## src/rtl/pario_pkg.sv

```systemverilog
package pario_pkg;

    // Fixed role a pin can have in the port
    typedef enum logic [1:0] {
        PIN_BIDIR    = 2'd0,
        PIN_IN_ONLY  = 2'd1,
        PIN_OUT_ONLY = 2'd2
    } pin_kind_e;

    // Decoded register access for one bus cycle
    typedef struct packed {
        logic hit_latch;
        logic hit_dir;
    } reg_hit_t;

    function automatic pin_kind_e kind_of(input int idx, input int in_only, input int out_only);
        if (idx == in_only)  return PIN_IN_ONLY;
        if (idx == out_only) return PIN_OUT_ONLY;
        return PIN_BIDIR;
    endfunction

    // Mask of direction bits that have storage
    function automatic logic [31:0] dir_keep_mask(input int npins, input int in_only);
        logic [31:0] m;
        m = '0;
        for (int i = 0; i < npins; i++) begin
            m[i] = (i != in_only);
        end
        return m;
    endfunction

endpackage

```

## src/rtl/pario_sync.sv

```systemverilog
module pario_sync #(
    parameter int W      = 6,
    parameter int STAGES = 2
) (
    input  logic         clk,
    input  logic         rst,
    input  logic [W-1:0] d,
    output logic [W-1:0] q
);
    logic [W-1:0] stage_q [STAGES];

    always_ff @(posedge clk) begin
        if (rst) begin
            for (int s = 0; s < STAGES; s++) begin
                stage_q[s] <= '0;
            end
        end else begin
            stage_q[0] <= d;
            for (int s = 1; s < STAGES; s++) begin
                stage_q[s] <= stage_q[s-1];
            end
        end
    end

    assign q = stage_q[STAGES-1];
endmodule

```

## src/rtl/pario_regs.sv

```systemverilog
module pario_regs
    import pario_pkg::*;
#(
    parameter int              NPINS      = 6,
    parameter int              ADDR_W     = 2,
    parameter int              LATCH_ADDR = 0,
    parameter int              DIR_ADDR   = 1,
    parameter logic [NPINS-1:0] DIR_KEEP  = '1
) (
    input  logic              clk,
    input  logic              rst,
    input  logic [ADDR_W-1:0] addr,
    input  logic              we,
    input  logic [NPINS-1:0]  wdata,
    output logic [NPINS-1:0]  latch_q,
    output logic [NPINS-1:0]  dir_q
);
    reg_hit_t hit;

    always_comb begin
        hit.hit_latch = we && (addr == ADDR_W'(LATCH_ADDR));
        hit.hit_dir   = we && (addr == ADDR_W'(DIR_ADDR));
    end

    always_ff @(posedge clk) begin
        if (rst) begin
            latch_q <= '0;
            dir_q   <= '0;
        end else begin
            if (hit.hit_latch) latch_q <= wdata;
            if (hit.hit_dir)   dir_q   <= wdata & DIR_KEEP;
        end
    end
endmodule

```

## src/rtl/pario_pinctl.sv

```systemverilog
module pario_pinctl
    import pario_pkg::*;
#(
    parameter int NPINS        = 6,
    parameter int IN_ONLY_PIN  = 5,
    parameter int OUT_ONLY_PIN = 4
) (
    input  logic             rst,
    input  logic [NPINS-1:0] latch_q,
    input  logic [NPINS-1:0] dir_q,
    input  logic [NPINS-1:0] sync_in,
    output logic [NPINS-1:0] pin_out,
    output logic [NPINS-1:0] pin_oe,
    output logic [NPINS-1:0] rd_latch,
    output logic [NPINS-1:0] rd_dir
);
    logic [NPINS-1:0] drive;

    for (genvar i = 0; i < NPINS; i++) begin : g_pin
        localparam pin_kind_e KIND = kind_of(i, IN_ONLY_PIN, OUT_ONLY_PIN);
        if (KIND == PIN_IN_ONLY) begin : g_in
            assign drive[i] = 1'b0;
        end else if (KIND == PIN_OUT_ONLY) begin : g_out
            assign drive[i] = 1'b1;
        end else begin : g_bi
            assign drive[i] = dir_q[i];
        end
        assign rd_dir[i]   = dir_q[i];
        assign pin_oe[i]   = drive[i] & ~rst;
        assign rd_latch[i] = drive[i] ? latch_q[i] : sync_in[i];
    end

    assign pin_out = latch_q;
endmodule

```

## src/rtl/pario_port.sv

```systemverilog
module pario_port
    import pario_pkg::*;
#(
    parameter int NPINS        = 6,
    parameter int DATA_W       = 8,
    parameter int ADDR_W       = 2,
    parameter int LATCH_ADDR   = 0,
    parameter int DIR_ADDR     = 1,
    parameter int IN_ONLY_PIN  = 5,
    parameter int OUT_ONLY_PIN = 4,
    parameter int SYNC_STAGES  = 2
) (
    input  logic              clk,
    input  logic              rst,
    input  logic [ADDR_W-1:0] bus_addr,
    input  logic              bus_we,
    input  logic [DATA_W-1:0] bus_wdata,
    output logic [DATA_W-1:0] bus_rdata,
    input  logic [NPINS-1:0]  pin_in,
    output logic [NPINS-1:0]  pin_out,
    output logic [NPINS-1:0]  pin_oe
);
    localparam int              PAD_W    = DATA_W - NPINS;
    localparam logic [31:0]     KEEP32   = dir_keep_mask(NPINS, IN_ONLY_PIN);
    localparam logic [NPINS-1:0] DIR_KEEP = KEEP32[NPINS-1:0];

    logic [NPINS-1:0] latch_q, dir_q, sync_in, rd_latch, rd_dir;
    logic             unused_hi;

    assign unused_hi = ^bus_wdata[DATA_W-1:NPINS];

    pario_sync #(.W(NPINS), .STAGES(SYNC_STAGES)) u_sync (
        .clk (clk),
        .rst (rst),
        .d   (pin_in),
        .q   (sync_in)
    );

    pario_regs #(
        .NPINS(NPINS), .ADDR_W(ADDR_W), .LATCH_ADDR(LATCH_ADDR),
        .DIR_ADDR(DIR_ADDR), .DIR_KEEP(DIR_KEEP)
    ) u_regs (
        .clk     (clk),
        .rst     (rst),
        .addr    (bus_addr),
        .we      (bus_we),
        .wdata   (bus_wdata[NPINS-1:0]),
        .latch_q (latch_q),
        .dir_q   (dir_q)
    );

    pario_pinctl #(
        .NPINS(NPINS), .IN_ONLY_PIN(IN_ONLY_PIN), .OUT_ONLY_PIN(OUT_ONLY_PIN)
    ) u_pinctl (
        .rst      (rst),
        .latch_q  (latch_q),
        .dir_q    (dir_q),
        .sync_in  (sync_in),
        .pin_out  (pin_out),
        .pin_oe   (pin_oe),
        .rd_latch (rd_latch),
        .rd_dir   (rd_dir)
    );

    always_comb begin
        if (bus_addr == ADDR_W'(LATCH_ADDR))
            bus_rdata = {{PAD_W{1'b0}}, rd_latch};
        else if (bus_addr == ADDR_W'(DIR_ADDR))
            bus_rdata = {{PAD_W{1'b0}}, rd_dir};
        else
            bus_rdata = '0;
    end
endmodule

```

## config.mk

```make
export PLATFORM = sky130hd
export DESIGN_NAME = pario_port
export DESIGN_NICKNAME = d
export VERILOG_FILES = /design/src/rtl/pario_pkg.sv /design/src/rtl/pario_sync.sv /design/src/rtl/pario_regs.sv /design/src/rtl/pario_pinctl.sv /design/src/rtl/pario_port.sv
export SDC_FILE = /design/constraint.sdc
export NUM_CORES = 1
export LEC_CHECK = 0
export BUFFER_PORTS_ARGS = -buffer_cell sky130_fd_sc_hd__buf_2
export CORE_ASPECT_RATIO = 1.2
export CORE_MARGIN = 4
export CORE_UTILIZATION = 40
export DETAILED_ROUTE_END_ITERATION = 10
export PLACE_DENSITY = 0.69
export SYNTH_ARGS = -nofsm -noshare
export SYNTH_HDL_FRONTEND = slang
export SYNTH_SLANG_ARGS = --single-unit
```

## constraint.sdc

```tcl
create_clock -name clk -period 1.2 [get_ports clk]
set_clock_uncertainty 0.1 [all_clocks]
set_input_delay 0.12 -clock clk [delete_from_list [all_inputs] [get_ports clk]]
set_output_delay 0.12 -clock clk [all_outputs]
set_load 0.01 [all_outputs]
```

==> results.cfg, run 1 <==
[status]
status = finished, violations left
violations = setup timing

[yosys]
synth_cell_types = 20
syn_inst = 92
synth_enable_flop_cells = 0
ys_seq_elements = 21
syn_area_um2 = 953.4
synth_top_area_share_pct = 44.09
ys_warn_count = 0
ys_seq_area_share_pct = 44.09
synth_top_cell_by_area = dfxtp_1
async_flop_share_pct = 0
ys.flop_type = dfxtp_1
avgSynthCellArea_um2 = 10.36
synthTopCellsByArea = dfxtp_1, mux2i_1, or2b_2

[clocking]
clk_pin_slew_ps = 110
numCtsBuffers = 3
cts_sinks = 21
h-tree-depth = 1
insertion_delay_ps = 290
clockRootBuffer = clkbuf_4
cts_tree = built
clk_path_buf_depth = 2

[worst_setup_path]
cp-end-kind = primary output
r2r_slack_ps = 230
critPathRequiredTime_ps = 980
slowest_stage = or3b_4
crit_chain = or3b_4 -> a21oi_4 -> buf_6
critPathKind = flop to primary output
cpPeakStageDelay_ps = 380
crit_fanout = 2
start_kind = flop
worstPathArrival_ps = 1290

[power]
pwr-share-seq_pct = 58.6
pwr-share-comb_pct = 15.3
swShare_pct = 23.30
p_leak_nw = 0.6079
peakVddDrop_mv = 0.7630
cellPowerDensity_nw_per_um2 = 951.7
switchingPower_w = 0.0002927
power_frac_clock_pct = 26.1
p_int_w = 0.0009635

[layout]
antenna_cells = 0
drive_above_1_share_pct = 55.73
fin_nets = 151
design_area_um2 = 1320
fill_cells = 223
mostFrequentLayoutCells = buf_2, dfxtp_1, mux2i_1
fin_cells = 162
area_delta_synth_final_pct = 38.45
mostFrequentLayoutCell = buf_2

[placed_design]
portBuffers = 32
dpl.cell_count = 150
post-place-ws_ps = -9.003
place_congestion = 0.6618
place_area_um2 = 1115
hpwl_mm = 1.283

[floorplanning]
pin_count = 39
rows = 19
die_height_um = 61.48
start_util_pct = 41.78
chipWidth_um = 52.57
design.die.area_um2 = 3232
core-area_um2 = 2282

[drt]
routedWlPerCell_um = 11.58
num_vias = 695
drc = 0
drt_wl_total_mm = 1.876
antenna_left = 0
dr.pass1.iters = 2
drt_iter0_drc = 6
routed_via_density = 4.290

[sta]
setup_viol = 5
finalHoldViolCount = 0
rsz0062_at_grt = yes
period_needed_ps = 1512
tns_ps = -1088
drv_slew = 0
fin_ws_ps = -312.2
finalCritPeriodShare_pct = 126.0
clock.fmax_mhz = 661.3

[grt]
grt_pass1_wl_mm = 2.939
grt.total_usage_pct = 12.32
grt_overflow_total = 0
grt_pass1_vias = 715
antenna_found_initial = 0
grt_max_degree = 29

[min_path]
worstHoldPathType = input port to flop

[run]
drv_cap = 0
cells in the mapped netlist, types with 3 or more instances:
cell	count
a21oi_1	4
buf_4	4
buf_6	3
dfxtp_1	21
inv_1	5
mux2i_1	12
nand2b_1	6
nor2b_1	10
o21ai_0	4
or2b_2	10
or3b_1	4
stage by stage:
step / power (W) / util (%) / hold WS, ps
after global routing: 0.001322 / 57.84 / 35.11
after floorplan: 0.0008592 / - / 148.2
after detailed placement: 0.0009026 / 48.85 / 235.5
after global placement: 0.0008974 / 48.85 / 226.6
after CTS: 0.001260 / 54.99 / 33.49
final: 0.001256 / 57.84 / 48.31
registers in the layout, summed over array words and instances, names as in the netlist:
signal          cells
u_sync.stage_q     10
u_regs.latch_q      6
u_regs.dir_q        5
power by group through the flow:
| stage | logic (W) | clock network, W | registers [W] |
|---|---|---|---|
| after floorplan | 0.000108 | 0 | 0.000752 |
| after global placement | 0.000148 | 0 | 0.000750 |
| after detailed placement | 0.000152 | 0 | 0.000751 |
| after CTS | 0.000180 | 0.000345 | 0.000735 |
| after global routing | 0.000210 | 0.000372 | 0.000740 |
| final | 0.000193 | 0.000328 | 0.000736 |
worst max-delay path, delay by kind of cell, from the launching register on:
kind	cells	cell delay, ps
AO/OA/AOI/OAI	1	170
AND/OR/NAND/NOR	1	380
flip-flops	1	330
buffers and inverters	1	120
final timing paths:
| check | from | endpoint | depth (start not counted) |
|---|---|---|---|
| setup / recovery | u_regs.dir_q[1] | bus_rdata[1] | 3 |
| hold / removal | bus_wdata[5] | u_regs.latch_q[5] | 3 |
| setup reg to reg | u_regs.latch_q[1] | u_regs.latch_q[1] | 2 |
| hold reg to reg | u_sync.stage_q[0][3] | u_sync.stage_q[0][9] | 1 |
layout make-up:
| class | count | area, um2 | area share [%] |
|---|---|---|---|
| repair buffers | 43 | 304.0 | 23.03 |
| multi-input cells | 58 | 504.2 | 38.20 |
| inverters | 5 | 18.77 | 1.422 |
| well taps | 31 | 38.79 | 2.938 |
| flip-flops and latches | 21 | 427.9 | 32.42 |
| clock buffers | 4 | 26.28 | 1.991 |
what timing repair did:
item / 4_1_cts / 5_1_grt
pin swaps: 6 / 5
endpoints found under the setup margin: 5 / 10
hold buffers: 5 / 0
cloned: 0 / 0
endpoints found under the hold margin: 5 / 0
setup buffers: 3 / 0
gates resized for setup: 10 / 18
metal layers:
| metal | share of wire, % | routed length [um] | track usage, % | vias to the layer above |
|---|---|---|---|---|
| li1 | - | - | - | 365 |
| met1 | 43 | 810 | 13.74 | 309 |
| met2 | 50 | 939 | 22.16 | 19 |
| met3 | 5.9 | 111 | 2.906 | 2 |
| met4 | 0.75 | 14 | 5.474 | 0 |
| met5 | 0 | 0 | 0 | - |
kinds of logic (layout without fill, tap and decap cells):
group,after synthesis,after routing,share of synthesized area [%]
simple gates,35,35,28.35
flops,21,21,44.09
buf+inv,15,52,10.37
mux,12,12,12.60
compound gates,8,8,4.200
other cells,1,3,0.3933
Power figures use the tool's default switching activity.
==> run 2: changes to the inputs <==
--- a/config.mk
+++ b/config.mk
@@ -5,12 +5,13 @@
 export SDC_FILE = /design/constraint.sdc
 export NUM_CORES = 1
 export LEC_CHECK = 0
+export ABC_AREA = 1
 export BUFFER_PORTS_ARGS = -buffer_cell sky130_fd_sc_hd__buf_2
 export CORE_ASPECT_RATIO = 1.2
 export CORE_MARGIN = 4
 export CORE_UTILIZATION = 40
 export DETAILED_ROUTE_END_ITERATION = 10
-export PLACE_DENSITY = 0.69
+export PLACE_DENSITY = 0.7
 export SYNTH_ARGS = -nofsm -noshare
 export SYNTH_HDL_FRONTEND = slang
 export SYNTH_SLANG_ARGS = --single-unit
==> run 2 against run 1 <==
Against the previous run: the run still ends with setup timing left; final area down 5.3%; utilization increased by 0.58 points; register-to-register slack improved by 70 ps; setup slack improved by 270 ps; fmax grew 22%; die area down 2.2%; first-iteration DRC count rose to 4.0 times the previous value; critical endpoint unchanged; largest power group unchanged; highest routed layer unchanged.
==> results.cfg, run 2 <==
[layout]
antenna_cells = 0
fin_cells = 210
area_delta_synth_final_pct = 34.64
top_register = u_sync.stage_q
fill_cells = 209
reg_top3 = u_sync.stage_q (10), u_regs.latch_q (6), u_regs.dir_q (5)
fin_nets = 200
drive_above_1_share_pct = 31.11
seq_area_um2 = 427.9
largest_reg_flops = 10
mostFrequentLayoutCell = nor2_1
mostFrequentLayoutCells = nor2_1, buf_2, nand2_1
multi_input_area_um2 = 369.1

[placed_design]
portBuffers = 32
post-place-ws_ps = 77.57
hpwl_mm = 1.411
place_congestion = 0.7650
dpl.cell_count = 194

[floorplanning]
start_util_pct = 43.39
pin_count = 39
die_height_um = 60.78
core-area_um2 = 2140
design.die.area_um2 = 3159
rows = 18
chipWidth_um = 51.98

[drt]
wl_met1_um = 804
wl_met2_mm = 1.088
drt_wl_total_mm = 2.010
top_layer = met4
drt_iter0_drc = 24
drc = 0
routed-wl-met3_um = 109
routed_via_density = 4.300
routedWlPerCell_um = 9.571
dr.pass1.iters = 4
antenna_left = 0
num_vias = 903

[clocking]
clk_path_buf_depth = 2
h-tree-depth = 1
clk_pin_slew_ps = 110
insertion_delay_ps = 290
clockRootBuffer = clkbuf_4
cts_sinks = 21
cts_tree = built
numCtsBuffers = 3

[worst_setup_path]
slowest_stage = dfxtp_2
critPathKind = flop to primary output
path_buf_inv = 2
critPathRequiredTime_ps = 980
critical-path-top-delay-family = flip-flops
worstPathArrival_ps = 1020
cp-end-kind = primary output
crit_fanout = 3
start_kind = flop
crit_chain = inv_2 -> nor2_2 -> o21ai_1 -> buf_2
cpPeakStageDelay_ps = 350

[yosys]
syn_inst = 135
synth_most_common_cell = nor2_1
ys_seq_elements = 21
ys_warn_count = 0
ys.flop_type = dfxtp_1
synthXorXnorAreaFrac_pct = 0
synth_enable_flop_cells = 0
syn_area_um2 = 928.4
ys_seq_area_share_pct = 45.28
synthTopCellsByCount = nor2_1, inv_1, nand2_1, dfxtp_1, o21ai_0
synthTopCellsByArea = dfxtp_1, nor2_1, inv_1
avgSynthCellArea_um2 = 6.877
synth_mux_area_share_pct = 0
async_flop_share_pct = 0
synth_compound_area_share_pct = 7.547
synth_top_family_by_area = simple AND/OR/NAND/NOR gates
synthSimpleGateAreaFrac_pct = 29.78
synth_cell_types = 15
synth_top_area_share_pct = 45.28
synth_top_cell_by_area = dfxtp_1
synthAdderAreaFrac_pct = 0

[grt]
grt_pass1_vias = 800
grt_overflow_total = 0
antenna_found_initial = 0
grt.total_usage_pct = 13.59
grt_pass1_wl_mm = 3.305
grt_max_degree = 15

[power]
power_w = 0.001303
pwr-share-seq_pct = 57.7
swShare_pct = 26.40
switchingPower_w = 0.0003441
power_frac_clock_pct = 25.4
cellPowerDensity_nw_per_um2 = 1043
pwr-share-comb_pct = 16.9
p_int_w = 0.0009590
p_leak_nw = 0.6943
peakVddDrop_mv = 0.6891

[sta]
fin_ws_ps = -37.98
clock.fmax_mhz = 807.8
rsz0062_at_grt = yes
setup_viol = 4
finalCritPeriodShare_pct = 103.2
finalHoldViolCount = 0
period_needed_ps = 1238
drv_slew = 0

[run]
drv_cap = 0

[status]
status = finished, violations left
violations = setup timing

[min_path]
worstHoldPathType = input port to flop
run 2: changes by cell type in the layout (fill, tap and decap cells not counted), moves of 4 or more:
cell	before	now
nor2_1	1	34
nand2_1	0	23
inv_1	2	20
mux2i_1	12	0
nor2b_1	10	0
or2b_2	10	0
buf_6	7	0
o21ai_1	0	7
a21oi_1	0	6
nand3_1	0	6
dlygate4sd3_1	5	10
buf_2	28	32
nand2b_4	4	0
o21ai_0	4	0
run 2: final timing paths:
check | start | end | slack (ps) | depth (start not counted)
min reg2reg | u_sync.stage_q[0][1] | u_sync.stage_q[0][7] | 310 | 2
max reg2reg | u_regs.dir_q[1] | u_regs.dir_q[1] | 300 | 5
min | bus_wdata[5] | u_regs.latch_q[5] | 30 | 5
max | u_regs.dir_q[1] | bus_rdata[1] | -40 | 4
run 2: logic make-up (layout without fill, tap and decap cells):
group,Yosys count,count (layout)
other,1,3
AND/OR/NAND/NOR,67,67
flip-flops,21,21
buffers and inverters,32,75
AO/OA/AOI/OAI,14,14
run 2: timing repair:
item                                    4_1_cts  5_1_grt
hold endpoints to repair                     10        0
resized for setup                            19        2
endpoints found under the setup margin        4        8
pin swaps                                     6        3
buffers inserted                              1        1
hold buffers                                 10        0
run 2: layout make-up:
cell class / instances / share of cell area, %
timing repair buffer: 47 / 23.82
clock buffer: 3 / 1.802
inverter: 24 / 7.207
tap: 30 / 3.003
clock inverter: 1 / 0.4004
multi-input combinational: 84 / 29.53
sequential: 21 / 34.23
run 2: metrics by stage:
step / hold slack [ps] / instance area (um2) / setup TNS [ps] / utilization (%)
6_report: 27.39 / 1250 / -70.90 / 58.42
5_1_grt: 63.38 / 1250 / -392.3 / 58.42
4_1_cts: 17.15 / 1235 / -130.3 / 57.72
3_5_place_dp: 225.4 / 1089 / 0 / 50.88
3_3_place_gp: 218.5 / 1089 / 0 / 50.88
2_1_floorplan: 91.18 / 935.9 / 0 / -
run 2: routing by layer:
layer / vias up / global-route usage [%]
met5: - / 0
met4: 0 / 4.494
met3: 2 / 2.457
met2: 28 / 25.49
met1: 386 / 15.32
li1: 487 / -
run 2: power groups by stage:
stage	clock (W)	sequential, W	combinational, W
after floorplan	0	0.000764	0.000120
after detailed placement	0	0.000763	0.000186
final	0.000331	0.000752	0.000220
after CTS	0.000350	0.000752	0.000216
after global routing	0.000372	0.000757	0.000250
after global placement	0	0.000762	0.000181
run 2: tightest hold or removal path, stage by stage:
cell     delay [ps]
buf_2            70
inv_1            30
nand3_1          60
nand2_1          40
nor2_1           70
